`src/rtl/wc_pkg.sv`:
```
package wc_pkg;
  localparam int ADDR_W = 2;
  localparam logic [ADDR_W-1:0] A_UPPER = 2'd0;
  localparam logic [ADDR_W-1:0] A_LOWER = 2'd1;
  localparam logic [ADDR_W-1:0] A_CTRL  = 2'd2;

  localparam int CTRL_W = 3;

  typedef struct packed {
    logic irq_en;
    logic qualify;
    logic sense;
  } ctrl_t;
endpackage

```
`src/rtl/wc_regs.sv`:
```
module wc_regs
  import wc_pkg::*;
#(
  parameter int DW = 8
) (
  input  logic              clk,
  input  logic              rst_n,
  input  logic              wr_en,
  input  logic [ADDR_W-1:0] wr_addr,
  input  logic [DW-1:0]     wr_data,
  output logic [DW-1:0]     upper_q,
  output logic [DW-1:0]     lower_q,
  output ctrl_t             ctrl_q
);
  localparam int NREG = 2;

  logic [DW-1:0] thr_q [NREG];

  for (genvar g = 0; g < NREG; g++) begin : g_thr
    always_ff @(posedge clk or negedge rst_n) begin
      if (!rst_n)
        thr_q[g] <= '0;
      else if (wr_en && wr_addr == ADDR_W'(g))
        thr_q[g] <= wr_data;
    end
  end

  always_ff @(posedge clk or negedge rst_n) begin
    if (!rst_n)
      ctrl_q <= '0;
    else if (wr_en && wr_addr == A_CTRL)
      ctrl_q <= ctrl_t'(wr_data[CTRL_W-1:0]);
  end

  assign upper_q = thr_q[A_UPPER];
  assign lower_q = thr_q[A_LOWER];
endmodule

```
`src/rtl/wc_compare.sv`:
```
module wc_compare #(
  parameter int DW = 8
) (
  input  logic [DW-1:0] msbs,
  input  logic [DW-1:0] upper,
  input  logic [DW-1:0] lower,
  input  logic          sense,
  output logic          hit
);
  logic upper_le, lower_le;

  always_comb begin
    upper_le = (upper <= msbs);
    lower_le = (lower <= msbs);
    hit      = sense ^ upper_le ^ lower_le;
  end
endmodule

```
`src/rtl/wc_irq.sv`:
```
module wc_irq
  import wc_pkg::*;
(
  input  logic  clk,
  input  logic  rst_n,
  input  logic  done,
  input  logic  hit,
  input  ctrl_t ctrl,
  input  logic  clr,
  output logic  match_o,
  output logic  irq_o
);
  logic set_req;

  always_comb begin
    set_req = done && ctrl.irq_en && (!ctrl.qualify || hit);
  end

  always_ff @(posedge clk or negedge rst_n) begin
    if (!rst_n)
      match_o <= 1'b0;
    else if (done)
      match_o <= hit;
  end

  always_ff @(posedge clk or negedge rst_n) begin
    if (!rst_n)
      irq_o <= 1'b0;
    else if (set_req)
      irq_o <= 1'b1;
    else if (clr)
      irq_o <= 1'b0;
  end
endmodule

```
`src/rtl/wc_qualifier.sv`:
```
module wc_qualifier
  import wc_pkg::*;
#(
  parameter int DW = 8
) (
  input  logic              clk,
  input  logic              rst_n,
  input  logic              res_valid,
  output logic              res_ready,
  input  logic [DW-1:0]     res_msbs,
  input  logic              wr_en,
  input  logic [ADDR_W-1:0] wr_addr,
  input  logic [DW-1:0]     wr_data,
  input  logic              irq_clr,
  output logic              match_o,
  output logic              irq_o
);
  logic [DW-1:0] upper_q, lower_q;
  ctrl_t         ctrl_q;
  logic          hit;

  assign res_ready = 1'b1;

  wc_regs #(.DW(DW)) u_regs (
    .clk(clk), .rst_n(rst_n), .wr_en(wr_en), .wr_addr(wr_addr),
    .wr_data(wr_data), .upper_q(upper_q), .lower_q(lower_q), .ctrl_q(ctrl_q)
  );

  wc_compare #(.DW(DW)) u_cmp (
    .msbs(res_msbs), .upper(upper_q), .lower(lower_q),
    .sense(ctrl_q.sense), .hit(hit)
  );

  wc_irq u_irq (
    .clk(clk), .rst_n(rst_n), .done(res_valid), .hit(hit), .ctrl(ctrl_q),
    .clr(irq_clr), .match_o(match_o), .irq_o(irq_o)
  );
endmodule

```
`config.mk`:
```
export PLATFORM = sky130hd
export DESIGN_NAME = wc_qualifier
export DESIGN_NICKNAME = d
export VERILOG_FILES = /design/src/rtl/wc_pkg.sv /design/src/rtl/wc_regs.sv /design/src/rtl/wc_compare.sv /design/src/rtl/wc_irq.sv /design/src/rtl/wc_qualifier.sv
export SDC_FILE = /design/constraint.sdc
export NUM_CORES = 1
export LEC_CHECK = 0
export BUFFER_PORTS_ARGS = -buffer_cell sky130_fd_sc_hd__buf_2
export CAP_MARGIN = 20
export CORE_MARGIN = 5
export CORE_UTILIZATION = 53
export CTS_CLUSTER_SIZE = 28
export DETAILED_ROUTE_END_ITERATION = 12
export GPL_ROUTABILITY_DRIVEN = 0
export GPL_TIMING_DRIVEN = 1
export PLACE_DENSITY = 0.78
export RECOVER_POWER = 25
export SLEW_MARGIN = 5
export SYNTH_ARGS = -nofsm -noshare
export SYNTH_HDL_FRONTEND = slang
export SYNTH_SLANG_ARGS = --single-unit
```
`constraint.sdc`:
```
create_clock -name clk -period 2.7 [get_ports clk]
set_input_delay 0.54 -clock clk [delete_from_list [all_inputs] [get_ports clk]]
set_output_delay 0.54 -clock clk [all_outputs]
set_load 0.02 [all_outputs]
```
==> results.py <==
metrics = {
    "outcome": {
        "outcome": "finished, final reports clean",
    },
    "clock_network": {
        "clk_pin_slew_ns": 0.11,
        "clkLatencyLatePin_ns": 0.31,
        "htree_levels": 1,
        "post-cts-setup-buffer-count": 0,
        "clock_path_buffers": 2,
        "post_cts_resize_count": 0,
        "hold_buffers": 0,
        "cts_buffers": 3,
        "clockRootBuffer": "clkbuf_4",
        "cts_sinks": 21,
        "tritoncts": "built",
    },
    "floorplan": {
        "die_area_sq_um": 3380,
        "fp-row-count": 17,
        "io_pins": 26,
        "core_region_area_sq_um": 2210,
        "die-width_microns": 58.1,
        "die_h_microns": 58.1,
        "initial_core_util": 0.555,
    },
    "drt": {
        "via_per_inst": 5.45,
        "routed-via-count": 889,
        "firstDrtPassIters": 4,
        "ant_nets": 0,
        "routed_wl_microns": 2340,
        "drc": 0,
        "wire_per_inst_microns": 14.4,
        "drtIter0Drc": 18,
    },
    "cells_and_area": {
        "diodes": 0,
        "fillers": 197,
        "drive_above_1_share": 0.348,
        "final_cells": 163,
        "area_delta_synth_final_pct": 14.1,
        "nNetsFinal": 175,
    },
    "timing": {
        "skew_ns": 0.00123,
        "hold_violations": 0,
        "fin_tns_setup_ns": 0,
        "worstMarginPinSlew_ns": 1.07,
        "setup_violations": 0,
        "slew_headroom": 0.287,
        "finalWorstSetupSlack_ns": 0.622,
        "finalMaxSlewViolations": 0,
        "period_needed_ns": 2.08,
        "grt_setup_unrepaired": "false",
        "period_share": 0.770,
        "fmaxAchievable_mhz": 481,
    },
    "yosys": {
        "ys_seq_area_frac": 0.428,
        "ys_seq_elements": 21,
        "syn_nets": 147,
        "yosys_warnings": 0,
        "synthCells": 108,
        "synth_cell_types": 26,
        "avgSynthCellArea_sq_um": 11.4,
        "synthesis.area_sq_um": 1230,
    },
    "pwr": {
        "clockPowerShare": 0.184,
        "combPwrFrac": 0.322,
        "p_int_uw": 572,
        "p_per_area_nw_per_um2": 601,
        "power_uw": 842,
        "irDropWorstVdd_mv": 0.396,
        "swShare": 0.321,
        "share_seq_of_total_power": 0.494,
        "p_leak_uw": 0.000695,
        "power_switching_uw": 270,
    },
    "critical_path": {
        "rr_worst_depth": 7,
        "regToRegStartpoint": "u_regs.upper_q[1]$_DFFE_PN0P_",
        "start_kind": "register",
        "ff2ff_setup_slack_ns": 0.62,
        "rr_endpoint": "u_irq.irq_o$_DFFE_PN0P_",
        "crit_end": "u_irq.irq_o$_DFFE_PN0P_",
        "arrival_ns": 2.33,
        "crit_type": "reg -> reg",
        "crit_start": "u_regs.upper_q[1]$_DFFE_PN0P_",
        "crit_fanout": 4,
        "crit_required_ns": 2.95,
        "worstSetupEndpointType": "register",
    },
    "placed_design": {
        "place_ws_ns": 0.329,
        "dp_hpwl_microns": 1900,
        "placedCellCount": 159,
        "port_buffers": 24,
    },
    "grt": {
        "grt_max_degree": 22,
        "grt_pass1_vias": 970,
        "grt-ovfl-total": 0,
        "antenna_found_initial": 0,
        "grt_pass1_wl_microns": 4170,
        "grtUsageTotal": 0.160,
    },
    "run": {
        "cap_violations": 0,
    },
    "worst_hold_path": {
        "min_path_type": "in -> async",
    },
}
==> Yosys cell counts (all sizes together) <==
library cell,number,area (sq um)
o211ai,2,15.0
nor3b,1,12.5
dfrtp,21,526
conb,1,3.75
o21ai,4,20.0
nor2,3,11.3
nand3,2,10.0
nand2,5,18.8
or4,1,7.51
nand4,2,12.5
o2111ai,1,8.76
and3,2,17.5
ha,16,200
mux2,18,203
a31o,1,8.76
a221o,1,10.0
a211o,1,8.76
inv,11,41.3
nor2b,1,6.26
buf,1,7.51
a21o,1,7.51
a21oi,8,40.0
nand2b,1,6.26
or4b,1,10.0
nand3b,2,15.0
==> cell type report <==
type                    instances  area, sq um  area share
clock buffers                   4         26.3      0.0188
flip-flops and latches         21          526       0.375
multi-input cells              75          653       0.466
inverters                      11         41.3      0.0295
well taps                      28         35.0      0.0250
repair buffers                 24          119      0.0849
==> cells by family (layout without fill, tap and decap cells) <==
logic type               after synthesis  in the layout  synth area share
other                                  1              1           0.00306
buffers and inverters                 12             39            0.0398
AO/OA/AOI/OAI                         19             19            0.0968
AND/OR/NAND/NOR                       21             21             0.104
flip-flops                            21             21             0.428
multiplexers                          18             18             0.165
adder cells (fa/ha/maj)               16             16             0.163
==> registers in the layout, indices dropped and copies added, names as in the netlist <==
signal	flops
u_irq.irq_o	1
u_regs.lower_q	8
u_irq.match_o	1
u_regs.upper_q	8
u_regs.ctrl_q	3
==> critical path, cell delays in order, from the launching register on <==
cell and delay [ns]:
dfrtp_1 0.40, ha_1 0.29, nor2b_1 0.14, o211ai_1 0.10
a211o_1 0.28, and3_4 0.19, or4_1 0.51, nand3_1 0.10
==> cells in the final DEF (no fill, tap or decap) <==
master	n
nand3_1	2
and3_4	1
nor2b_1	1
inv_1	11
nor2_1	3
and3_1	1
buf_2	23
nand2_1	5
a21o_1	1
or4b_1	1
a31o_2	1
ha_1	16
a21oi_1	8
mux2_2	18
nand4_1	2
o2111ai_1	1
dfrtp_1	21
o21ai_0	4
conb_1	1
a211o_1	1
clkbuf_1	2
nand2b_1	1
clkbuf_4	3
nor3b_2	1
or4_1	1
o211ai_1	2
a221o_1	1
nand3b_1	2
==> per-layer routing <==
layer  global-route usage  vias to the layer above  wire [microns]
met4               0.0596                        0              32
met1                0.203                      422            1050
met3               0.0245                        3             123
li1                     -                      442               -
met2                0.273                       22            1130
met5                    0                        -               0
==> through the flow <==
stage          hold slack (ns)  instance area (sq um)   util
4_1_cts                  0.179                   1400  0.633
3_3_place_gp             0.479                   1380  0.622
3_5_place_dp             0.484                   1380  0.622
2_1_floorplan            0.244                   1230      -
5_1_grt                  0.473                   1400  0.633
6_report                 0.389                   1400  0.633
==> power groups by stage <==
stage | clock, uW | sequential (uW) | combinational (uW)
finish | 155 | 416 | 271
global route | 168 | 425 | 311
CTS | 160 | 417 | 276
detailed placement | 0 | 423 | 273
global placement | 0 | 420 | 257
floorplan | 0 | 428 | 178
==> worst min path at each step <==
stage / endpoint / depth (start not counted)
after floorplan: u_irq.irq_o$_DFFE_PN0P_ / 0
after global placement: u_irq.irq_o$_DFFE_PN0P_ / 2
after detailed placement: u_irq.irq_o$_DFFE_PN0P_ / 2
after CTS: u_regs.lower_q[3]$_DFFE_PN0P_ / 1
after global routing: u_regs.lower_q[5]$_DFFE_PN0P_ / 2
final: u_regs.lower_q[3]$_DFFE_PN0P_ / 1
Power figures use the tool's default switching activity.
